[config.mk]
export PLATFORM = sky130hd
export DESIGN_NAME = gray_pack_engine
export DESIGN_NICKNAME = d
export VERILOG_FILES = /design/src/rtl/gp_pkg.sv /design/src/rtl/gp_luma.sv /design/src/rtl/gp_addr_gen.sv /design/src/rtl/gp_ctrl.sv /design/src/rtl/gray_pack_engine.sv
export SDC_FILE = /design/constraint.sdc
export NUM_CORES = 1
export LEC_CHECK = 0
export BUFFER_PORTS_ARGS = -buffer_cell sky130_fd_sc_hd__buf_2
export CORE_UTILIZATION = 30
export CTS_BUF_LIST = sky130_fd_sc_hd__clkbuf_4 sky130_fd_sc_hd__clkbuf_8
export CTS_CLUSTER_SIZE = 20
export DETAILED_ROUTE_END_ITERATION = 10
export PLACE_DENSITY = 0.49
export SYNTH_ARGS = -nofsm -noshare
export SYNTH_HDL_FRONTEND = slang
export SYNTH_SLANG_ARGS = --single-unit
[constraint.sdc]
create_clock -name clk -period 6 [get_ports clk]
set_clock_uncertainty 0.1 [all_clocks]
set_input_delay 0.6 -clock clk [delete_from_list [all_inputs] [get_ports clk]]
set_output_delay 0.6 -clock clk [all_outputs]
set_load 0.03 [all_outputs]
[src/rtl/gp_pkg.sv]
package gp_pkg;
  localparam int PIX_W      = 16;
  localparam int LUMA_W     = 8;
  localparam int LUMA_MUL   = 51;
  localparam int LUMA_SHIFT = 8;
  localparam int SUM_W      = 11;
  localparam int PROD_W     = SUM_W + 6;

  typedef enum logic [2:0] {
    ST_IDLE, ST_RD_LO, ST_RD_HI, ST_WR, ST_TRIG
  } gp_state_e;

  typedef struct packed {
    logic [7:0] r;
    logic [7:0] g;
    logic [7:0] b;
  } gp_rgb_t;

  function automatic gp_rgb_t gp_unpack(input logic [PIX_W-1:0] px);
    gp_rgb_t c;
    c.r = {px[15:11], 3'b000};
    c.g = {px[10:5], 2'b00};
    c.b = {px[4:0], 3'b000};
    return c;
  endfunction

  function automatic logic [LUMA_W-1:0] gp_luma(input logic [PIX_W-1:0] px);
    gp_rgb_t c;
    logic [SUM_W-1:0]  s;
    logic [PROD_W-1:0] p;
    logic [PROD_W-1:0] q;
    c = gp_unpack(px);
    s = SUM_W'(c.r) * SUM_W'(3) + SUM_W'(c.g) + SUM_W'(c.b);
    p = PROD_W'(s) * PROD_W'(LUMA_MUL);
    q = p >> LUMA_SHIFT;
    if (q > PROD_W'(255)) return 8'hFF;
    return q[LUMA_W-1:0];
  endfunction
endpackage

[src/rtl/gp_luma.sv]
module gp_luma
  import gp_pkg::*;
(
  input  logic [PIX_W-1:0]  px,
  output logic [LUMA_W-1:0] lum
);
  always_comb lum = gp_luma(px);


  always_comb begin
    if (px == '0) begin
      black_zero_chk: assert (lum == '0);
    end
  end
endmodule

[src/rtl/gp_addr_gen.sv]
module gp_addr_gen #(
  parameter int ADDR_W    = 12,
  parameter int SRC_BASE  = 1024,
  parameter int DST_BASE  = 1600,
  parameter int OUT_WORDS = 288
) (
  input  logic              clk,
  input  logic              rst_n,
  input  logic              clr,
  input  logic              adv,
  output logic [ADDR_W-1:0] src_lo_addr,
  output logic [ADDR_W-1:0] src_hi_addr,
  output logic [ADDR_W-1:0] dst_addr,
  output logic              last
);
  localparam int CNT_W = $clog2(OUT_WORDS + 1);
  logic [CNT_W-1:0] k;

  always_ff @(posedge clk or negedge rst_n) begin
    if (!rst_n)   k <= '0;
    else if (clr) k <= '0;
    else if (adv) k <= k + 1'b1;
  end

  always_comb begin
    src_lo_addr = ADDR_W'(SRC_BASE) + ADDR_W'({k, 1'b0});
    src_hi_addr = src_lo_addr + ADDR_W'(1);
    dst_addr    = ADDR_W'(DST_BASE) + ADDR_W'(k);
    last        = (k == CNT_W'(OUT_WORDS - 1));
  end


  dst_step_chk: assert property (@(posedge clk) disable iff (!rst_n)
    (adv && !clr && !last) |=> dst_addr == $past(dst_addr) + ADDR_W'(1));
endmodule

[src/rtl/gp_ctrl.sv]
module gp_ctrl
  import gp_pkg::*;
(
  input  logic      clk,
  input  logic      rst_n,
  input  logic      start,
  input  logic      last,
  output gp_state_e state
);
  gp_state_e nxt;

  always_comb begin
    nxt = state;
    unique case (state)
      ST_IDLE:  if (start) nxt = ST_RD_LO;
      ST_RD_LO: nxt = ST_RD_HI;
      ST_RD_HI: nxt = ST_WR;
      ST_WR:    nxt = last ? ST_TRIG : ST_RD_LO;
      ST_TRIG:  nxt = ST_IDLE;
      default:  nxt = ST_IDLE;
    endcase
  end

  always_ff @(posedge clk or negedge rst_n) begin
    if (!rst_n) state <= ST_IDLE;
    else        state <= nxt;
  end


  read_pair_chk: assert property (@(posedge clk) disable iff (!rst_n)
    (state == ST_RD_LO) |=> (state == ST_RD_HI) ##1 (state == ST_WR));
endmodule

[src/rtl/gray_pack_engine.sv]
module gray_pack_engine
  import gp_pkg::*;
#(
  parameter int ADDR_W    = 12,
  parameter int SRC_BASE  = 1024,
  parameter int DST_BASE  = 1600,
  parameter int OUT_WORDS = 288,
  parameter int TRIG_ADDR = 4095
) (
  input  logic              clk,
  input  logic              rst_n,
  input  logic              start,
  output logic              busy,
  output logic              done,
  output logic [ADDR_W-1:0] mem_addr,
  output logic              mem_re,
  output logic              mem_we,
  output logic [PIX_W-1:0]  mem_wdata,
  input  logic [PIX_W-1:0]  mem_rdata
);
  gp_state_e         state;
  logic              last;
  logic [ADDR_W-1:0] src_lo_addr, src_hi_addr, dst_addr;
  logic [LUMA_W-1:0] lum_now, lo_byte;
  logic              accept, rd_fire, wr_fire, trig_fire, hold_lo;

  assign accept    = (state == ST_IDLE) && start;
  assign rd_fire   = (state == ST_RD_LO) || (state == ST_RD_HI);
  assign hold_lo   = (state == ST_RD_HI);
  assign wr_fire   = (state == ST_WR);
  assign trig_fire = (state == ST_TRIG);

  gp_ctrl u_ctrl (
    .clk(clk), .rst_n(rst_n), .start(start), .last(last), .state(state)
  );

  gp_addr_gen #(
    .ADDR_W(ADDR_W), .SRC_BASE(SRC_BASE), .DST_BASE(DST_BASE), .OUT_WORDS(OUT_WORDS)
  ) u_addr (
    .clk(clk), .rst_n(rst_n), .clr(accept), .adv(wr_fire),
    .src_lo_addr(src_lo_addr), .src_hi_addr(src_hi_addr),
    .dst_addr(dst_addr), .last(last)
  );

  gp_luma u_luma (.px(mem_rdata), .lum(lum_now));

  always_ff @(posedge clk or negedge rst_n) begin
    if (!rst_n) begin
      lo_byte <= '0;
      done    <= 1'b0;
    end else begin
      if (hold_lo) lo_byte <= lum_now;
      done <= trig_fire;
    end
  end

  always_comb begin
    mem_addr  = '0;
    mem_wdata = '0;
    unique case (state)
      ST_RD_LO: mem_addr = src_lo_addr;
      ST_RD_HI: mem_addr = src_hi_addr;
      ST_WR: begin
        mem_addr  = dst_addr;
        mem_wdata = {lum_now, lo_byte};
      end
      ST_TRIG:  mem_addr = ADDR_W'(TRIG_ADDR);
      default:  mem_addr = '0;
    endcase
  end

  assign mem_re = rd_fire;
  assign mem_we = wr_fire || trig_fire;
  assign busy   = (state != ST_IDLE);


  done_pulse_chk: assert property (@(posedge clk) disable iff (!rst_n)
    done |=> !done);

  done_idle_chk: assert property (@(posedge clk) disable iff (!rst_n)
    done |-> !busy);

  start_ignored_chk: assert property (@(posedge clk) disable iff (!rst_n)
    (busy && start && !trig_fire) |=> busy);

  port_excl_chk: assert property (@(posedge clk) disable iff (!rst_n)
    !(mem_we && mem_re));

  we_busy_chk: assert property (@(posedge clk) disable iff (!rst_n)
    mem_we |-> busy);

  trig_zero_chk: assert property (@(posedge clk) disable iff (!rst_n)
    (mem_we && mem_addr == ADDR_W'(TRIG_ADDR)) |-> mem_wdata == '0);
endmodule

==> out/qor.yml, run 1 <==
rsz0062_at_grt: "yes"
clockRootBuffer: "clkbuf_8"
startpoint: "mem_rdata[12]"
nFillCells: 850
run_status: "finished with violations"
grt_pass1_wl_mm: 12.21
seq_area_frac_synth_pct: 19.00
dr_total_vias: 2561
ys_top_cells_by_area: "ha_1 (21%), dfrtp_1 (19%), fa_1 (12%)"
postRouteAntennaNets: 0
synth_cell_type_count: 45
cts_sinks: 21
synth_edf_count: 0
cp.arrival_ps: 5840
max_freq_mhz: 152.9
setup_viol: 8
hold_ws_ps: 193.8
grt_pass1_vias: 2721
hp-class: "input pin to asynchronous set/reset pin"
critPathMaxFanout: 5
r2r_cells: 6
finalWorstPathRequiredPeriod_ps: 6541
grtUsageTotal_pct: 15.30
synth_top_area_share_pct: 20.81
place_hpwl_mm: 5.480
cts_buffer_depth: 2
synth_top_flop_cell: "dfrtp_1"
stdcell_count: 552
mappedNetlistNets: 412
fp.dieArea_mm2: 0.009605
drtIter0Drc: 33
clk_pin_slew_ps: 70
clk_latency_ps: 250
crit_type: "input pin to output port"
start_util_pct: 31.40
slew_viol_final: 0
routedWlPerCell_um: 12.49
avgSynthCellArea_um2: 8.354
placed_cells: 535
numCtsBuffers: 3
crit_required_ps: 5300
routed_via_density: 4.639
dr.pass1.iters: 9
drive_above_1_share_pct: 41.67
setup_ws_ps: -540.8
yosys_warnings: 0
synth_most_common_cell: "ha_1"
setup.worst_path.start_class: "input pin"
fin_crit_sh_pct: 109.0
tightest_slew_ps: 950.0
antenna_cells: 0
syn_area_mm2: 0.002765
htree_num_levels: 1
syn_inst: 331
num_io_pins: 51
overflow: 0
crit_path_end_kind: "output port"
drc: 5
routed_wl_mm: 6.893
coreArea_mm2: 0.008806
cts_tree: "built"
cts_hold_buffers: 0
synth-async-reset-ratio_pct: 100.0
ys_ff_latch: 21
reg2reg_slack_ps: 3650
antenna_found_initial: 0
reg2reg_to: "u_addr.k[5]"
violations: "design-rule violations, negative setup slack"
placementRows: 34
slew_headroom_pct: 36.43
maxCapViolations: 0
io_buffers: 50
gp_congestion: 0.7744
layout.nets: 526
area_growth_pct: 52.17
fin_tns_setup_ps: -3953
yosys-top-cells-count: "ha_1 (46), inv_1 (43), nor2_1 (35), a21oi_1 (27), dfrtp_1 (21)"
grt_max_degree: 23
fp.dieW_um: 98.01
r2r_start: "u_ctrl.state[0]"
yosys.area.top_type: "ha_1"
finalHoldViolCount: 0
die_h_um: 98.01
==> worst max path at each step <==
| stage | end | slack [ps] | cells after the start |
|---|---|---|---|
| 3_5_place_dp | mem_wdata[13] | -680 | 23 |
| 5_1_grt | mem_wdata[9] | -740 | 24 |
| 4_1_cts | mem_wdata[13] | -570 | 23 |
| 2_1_floorplan | mem_wdata[12] | -280 | 21 |
| 3_3_place_gp | mem_wdata[13] | -640 | 22 |
| 6_report | mem_wdata[9] | -540 | 24 |
==> critical path, cell delays in order <==
cell      delay [ps]
buf_8            110
ha_4             150
fa_1             530
fa_1             440
ha_1             290
a21o_1           190
a21oi_2          140
o21bai_1         100
a21oi_2          170
xor2_2           160
buf_4            140
ha_4             190
fa_1             500
inv_2             40
fa_1             490
inv_2             50
ha_4             260
a21o_1           160
nand3_4          110
a311oi_4         340
or3_4            280
nand2_8           90
a21oi_4          160
buf_6            140
==> layer usage <==
metal  global-route usage (%)  wire, µm  vias to the layer above
met2                    27.79      3514                       30
met5                        0         0                        -
li1                         -         -                     1334
met3                   0.6442       143                        4
met4                    3.846        59                        0
met1                    19.85      3174                     1193
==> what timing repair did <==
action | in CTS | in global routing
pin swaps | 33 | 39
resized for setup | 39 | 27
setup endpoints to repair | 8 | 16
buffers inserted | 8 | 8
==> cells by family after synthesis <==
group	synth area share [%]
simple gates	17.06
mux	1.131
flops	19.00
buf+inv	7.511
xor+xnor	6.969
compound gates	15.93
fa+ha+maj	32.40
==> placed cells by master (no fill, tap or decap), types with 2 or more instances in the layout <==
master    instances
nand3_1           3
nor2_1           30
dfrtp_1          21
ha_4              9
and2_1           10
or2_2             2
xor2_2            2
o21ai_4           2
a21oi_1          15
nor3_1            6
o21ai_0          18
inv_2             5
nor2_4            4
nand4_1           4
xnor2_1          12
nand2_1          19
mux2i_1           2
fa_1             15
buf_2            39
buf_6            14
a31oi_1           3
inv_1            38
nand2b_1          2
a21oi_4           5
or3_4             2
ha_1             37
buf_4            65
xnor2_2           2
a21oi_2           9
nor2b_1           4
xor2_1            6
a22oi_1           3
a21o_1            4
nand3_4           2
clkbuf_8          3
==> per-stage QoR <==
stage | util, % | cell area (µm²) | setup WS (ps)
CTS | 45.28 | 3988 | -570.0
global route | 47.78 | 4208 | -737.1
finish | 47.78 | 4208 | -540.8
detailed placement | 41.99 | 3697 | -681.6
global placement | 41.99 | 3697 | -636.5
floorplan | - | 2930 | -282.0
==> sequential cells by signal, indices dropped and copies added (netlist names) <==
signal / flops
done: 1
lo_byte: 8
u_addr.k: 9
u_ctrl.state: 3
==> final cells by class <==
| type | instances | area (µm²) | area share (%) |
|---|---|---|---|
| inverters | 43 | 161.4 | 3.836 |
| flip-flops and latches | 21 | 525.5 | 12.49 |
| clock buffers | 4 | 48.80 | 1.160 |
| repair buffers | 120 | 875.8 | 20.81 |
| well taps | 108 | 135.1 | 3.211 |
| multi-input cells | 256 | 2461 | 58.49 |
Power of run 1 is left out: the tool's default activity adds up to more than one toggle a clock period on the data nets, which glitch-free logic cannot reach.
==> inputs of run 2 (changes only) <==
PLACE_DENSITY = 0.47   (was 0.49)
clock period = 8.4 ns   (was 6 ns; I/O delays follow)
==> out/qor.yml, run 2 (synthesized netlist as in run 1, its figures left out) <==
clk_pin_slew_ps: 80  # was 70 ps
place_hpwl_mm: 5.182  # was 5.480 mm
multi_input_area_mm2: 0.002032  # was 0.002461 mm²
htree_num_levels: 1  # unchanged
clockRootBuffer: "clkbuf_8"  # unchanged
dp_slack_ps: 835.0  # was -681.6 ps
final_common_cell: "buf_2"  # was buf_4
cts_hold_buffers: 0  # unchanged
cts_tree: "built"  # unchanged
cts_sinks: 21  # unchanged
violations: "design-rule violations"  # was design-rule violations, negative setup slack
placement.cell_area_mm2: 0.003104  # was 0.003697 mm²
coreArea_mm2: 0.008806  # unchanged
dr.pass1.iters: 7  # was 9
grt_max_degree: 23  # unchanged
setup.worst_path.start_class: "input pin"  # unchanged
routedWlPerCell_um: 12.79  # was 12.49 µm
cts_buffer_depth: 2  # unchanged
grtUsageTotal_pct: 13.60  # was 15.30%
numCtsBuffers: 3  # unchanged
clk_latency_ps: 260  # was 250 ps
drc: 4  # was 5
fin_tns_setup_ps: 0  # was -3953 ps
final_util_pct: 35.78  # was 47.78%
nFillCells: 936  # was 850
maxCapViolations: 0  # unchanged
max_freq_mhz: 133.0
crit_type: "input pin to output port"  # unchanged
design_area_mm2: 0.003151  # was 0.004208 mm²
crit_required_ps: 7460  # was 5300 ps
die_h_um: 98.01  # unchanged
crit_path_end_kind: "output port"  # unchanged
postRouteAntennaNets: 0  # unchanged
fp.dieArea_mm2: 0.009605  # unchanged
fin_crit_sh_pct: 89.48
largest_reg_flops: 9  # unchanged
finalWorstPathRequiredPeriod_ps: 7517
gp_congestion: 0.8097  # was 0.7744
fp.dieW_um: 98.01  # unchanged
antenna_found_initial: 0  # unchanged
cts_resized: 0  # was 39
critPathMaxFanout: 5  # unchanged
layout_common_cells: "buf_2 (50), ha_1 (46), inv_1 (43), nor2_1 (35), a21oi_1 (27)"  # was buf_4 (65), buf_2 (39), inv_1 (38), ha_1 (37), nor2_1 (30)
drive_above_1_share_pct: 17.65  # was 41.67%
grt_pass1_wl_mm: 10.89  # was 12.21 mm
area_growth_pct: 13.94  # was 52.17%
io_buffers: 50  # unchanged
hp-class: "register to register"  # was input pin to asynchronous set/reset pin
cp.arrival_ps: 6580  # was 5840 ps
drtIter0Drc: 42  # was 33
cts_setup_buffers: 0  # was 8
finalHoldViolCount: 0  # unchanged
largest_registers: "u_addr.k (9), lo_byte (8), u_ctrl.state (3)"  # unchanged
placementRows: 34  # unchanged
setup_ws_ps: 883.3  # was -540.8 ps
tightest_slew_ps: 888.1  # was 950.0 ps
slew_headroom_pct: 40.57  # was 36.43%
run_status: "finished with violations"  # unchanged
routed_wl_mm: 6.164  # was 6.893 mm
overflow: 0  # unchanged
regMostFlops: "u_addr.k"  # unchanged
rsz0062_at_grt: "no"  # was yes
layout.nets: 456  # was 526
seq_area_um2: 525.5  # unchanged
start_util_pct: 31.40  # unchanged
dr_total_vias: 2304  # was 2561
num_io_pins: 51  # unchanged
slew_viol_final: 0  # unchanged
grt_pass1_vias: 2371  # was 2721
routed_via_density: 4.780  # was 4.639
antenna_cells: 0  # unchanged
setup_viol: 0  # was 8
-- run 2: path summary, 6_finish.rpt --
path	startpoint	endpoint	slack (ps)	cells after the start
setup reg to reg	u_ctrl.state[0]	u_addr.k[7]	5990	6
min in group asynchronous	rst_n	lo_byte[3]	440	1
setup / recovery	mem_rdata[12]	mem_wdata[13]	880	23
max in group asynchronous	rst_n	u_ctrl.state[1]	7420	1
hold reg to reg	lo_byte[5]	lo_byte[5]	410	2
hold / removal	lo_byte[5]	lo_byte[5]	410	2
-- run 2: cell type report --
cell class	count	area share (%)
Multi-Input combinational cell	256	64.50
Sequential cell	21	16.68
Timing Repair Buffer	50	7.943
Tap cell	108	4.289
Inverter	43	5.123
Clock buffer	3	1.311
Clock inverter	1	0.1589
-- run 2: metrics by stage --
step           cells  hold slack (ps)
3_3_place_gp     478            398.7
6_report         482            412.3
4_1_cts          482            419.4
3_5_place_dp     478            396.7
5_1_grt          482            434.7
2_1_floorplan    331            361.1
-- run 2: critical path: stages --
cell and delay (ps):
buf_2 130, ha_1 200, fa_1 500, fa_1 440, ha_1 310, a21o_1 160, a21oi_1 230, o21bai_1 90
a21oi_1 170, xor2_1 290, ha_1 330, fa_1 540, inv_1 50, fa_1 490, inv_1 40, ha_1 350
a21o_1 250, nand3_2 110, a311oi_2 110, or3_4 390, a22oi_2 270, nor2_1 60, buf_2 200
-- run 2: routing by layer --
| metal | vias up | track usage [%] | share of wire, % |
|---|---|---|---|
| met5 | - | 0 | 0 |
| met4 | 0 | 2.797 | 0.71 |
| met3 | 2 | 1.575 | 3.8 |
| met2 | 39 | 24.32 | 48 |
| met1 | 1058 | 17.55 | 48 |
| li1 | 1205 | - | - |
Power of run 2 is left out for the same reason.
==> inputs of run 3 (changes only) <==
==> constraint.sdc (replaced) <==
create_clock -name clk -period 8.4 [get_ports clk]
set_clock_uncertainty 0.1 [all_clocks]
set_input_delay 2.52 -clock clk [delete_from_list [all_inputs] [get_ports clk]]
set_output_delay 2.52 -clock clk [all_outputs]
set_load 0.02 [all_outputs]
==> out/qor.yml, run 3 (synthesized netlist as in run 1, its figures left out) <==
largest_registers: "u_addr.k (9), lo_byte (8), u_ctrl.state (3)"  # unchanged
regMostFlops: "u_addr.k"  # unchanged
routedWlPerCell_um: 12.41  # was 12.79 µm
finalWorstPathRequiredPeriod_ps: 10330  # was 7517 ps
slew_viol_final: 0  # unchanged
antenna_found_initial: 0  # unchanged
drc: 3  # was 4
tightest_slew_ps: 1022  # was 888.1 ps
placed_cells: 542  # was 478
cts_buffer_depth: 2  # unchanged
grtUsageTotal_pct: 15.35  # was 13.60%
clockRootBuffer: "clkbuf_8"  # unchanged
placementRows: 34  # unchanged
fin_crit_sh_pct: 123.0  # was 89.48%
overflow: 0  # unchanged
area_growth_pct: 47.78  # was 13.94%
reg2reg_slack_ps: 5730  # was 5990 ps
maxCapViolations: 0  # unchanged
antenna_cells: 0  # unchanged
clk_latency_ps: 270  # was 260 ps
cts_tree: "built"  # unchanged
crit_required_ps: 5780  # was 7460 ps
dr_total_vias: 2635  # was 2304
hold_ws_ps: 413.0  # was 412.3 ps
layout.nets: 532  # was 456
drive_above_1_share_pct: 40.89  # was 17.65%
setup_ws_ps: -1934  # was 883.3 ps
setup_viol: 8  # was 0
hp-class: "register to register"  # unchanged
grt_busiest_layer: "met2"  # unchanged
max_freq_mhz: 96.76  # was 133.0 MHz
grt_pass1_vias: 2688  # was 2371
numCtsBuffers: 3  # unchanged
place_hpwl_mm: 5.549  # was 5.182 mm
cts_sinks: 21  # unchanged
num_io_pins: 51  # unchanged
run_status: "finished with violations"  # unchanged
grt_pass1_wl_mm: 12.28  # was 10.89 mm
design_area_mm2: 0.004086  # was 0.003151 mm²
final_common_cell: "buf_4"  # was buf_2
cts_hold_buffers: 0  # unchanged
postRouteAntennaNets: 0  # unchanged
violations: "design-rule violations, negative setup slack"  # was design-rule violations
finalHoldViolCount: 0  # unchanged
use_met2_pct: 27.25  # was 24.32%
dr.pass1.iters: 7  # unchanged
layout_common_cells: "buf_4 (72), buf_2 (41), inv_1 (38), ha_1 (38), nor2_1 (30)"  # was buf_2 (50), ha_1 (46), inv_1 (43), nor2_1 (35), a21oi_1 (27)
clk_pin_slew_ps: 80  # about the same
io_buffers: 50  # unchanged
cp.arrival_ps: 7710  # was 6580 ps
placement.cell_area_mm2: 0.003740  # was 0.003104 mm²
stdcell_count: 558  # was 482
crit_type: "input pin to output port"  # unchanged
start_util_pct: 31.40  # unchanged
critPathMaxFanout: 5  # unchanged
gp_congestion: 0.7783  # was 0.8097
coreArea_mm2: 0.008806  # unchanged
fp.dieW_um: 98.01  # unchanged
htree_num_levels: 1  # unchanged
slew_headroom_pct: 31.89  # was 40.57%
rsz0062_at_grt: "yes"  # was no
crit_path_end_kind: "output port"  # unchanged
fp.dieArea_mm2: 0.009605  # unchanged
setup.worst_path.start_class: "input pin"  # unchanged
routed_via_density: 4.722  # was 4.780
met3_usage_pct: 1.002  # was 1.575%
routed_wl_mm: 6.926  # was 6.164 mm
die_h_um: 98.01  # unchanged
drtIter0Drc: 62  # was 42
grt_max_degree: 23  # unchanged
fin_tns_setup_ps: -15150  # was 0 ps
globalRouteMet1Util_pct: 20.12  # was 17.55%
largest_reg_flops: 9  # unchanged
[run 3: cell count changes in the layout (fill, tap and decap cells not counted), sizes merged]
cell and delta:
buf +76
[run 3: final cells by class]
cell class              count  area, µm²
flip-flops and latches     21      525.5
inverters                  43      161.4
well taps                 108      135.1
clock inverters             1      5.005
repair buffers            126      895.9
fillers                   888       4720
multi-input cells         256       2322
clock buffers               3      41.29
[run 3: timing repair]
item                       in CTS  in global routing
gates resized for setup        21                 27
pin swaps                      25                 32
cloned                          0                  0
buffers inserted                6                  6
setup endpoints to repair       8                  8
[run 3: routing by layer]
| layer | wire length (µm) | vias to the layer above |
|---|---|---|
| met3 | 150 | 7 |
| met5 | 0 | - |
| li1 | - | 1346 |
| met4 | 94 | 0 |
| met2 | 3421 | 37 |
| met1 | 3259 | 1245 |
[run 3: worst paths after layout]
kind,startpoint,endpoint,cells after the start
worst max-delay path,mem_rdata[13],mem_wdata[13],23
worst min-delay path,lo_byte[7],lo_byte[7],2
worst max register to register,u_ctrl.state[0],u_addr.k[8],6
worst min register to register,lo_byte[7],lo_byte[7],2
max in group asynchronous,rst_n,u_addr.k[3],1
min in group asynchronous,rst_n,u_addr.k[1],1
[run 3: critical path, stage by stage]
cell and delay [ps]:
buf_2 120, ha_1 270, a21o_1 200, a21oi_2 170
xor2_1 220, fa_1 490, ha_4 290, inv_1 50
o21bai_2 200, xor2_2 280, ha_4 260, fa_1 470
inv_1 50, fa_1 550, inv_2 50, ha_4 270
a21o_1 160, nand3_2 90, a311oi_2 310, o21ai_2 170
a22oi_2 310, nor2_4 50, buf_6 160
[run 3: stage by stage]
step                      utilization [%]  worst slack (ps)
after global routing                46.41             -2197
after global placement              42.47             -2061
after detailed placement            42.47             -2143
final                               46.41             -1934
after CTS                           44.30             -1974
after floorplan                         -             -1694
Power of run 3 is left out for the same reason.
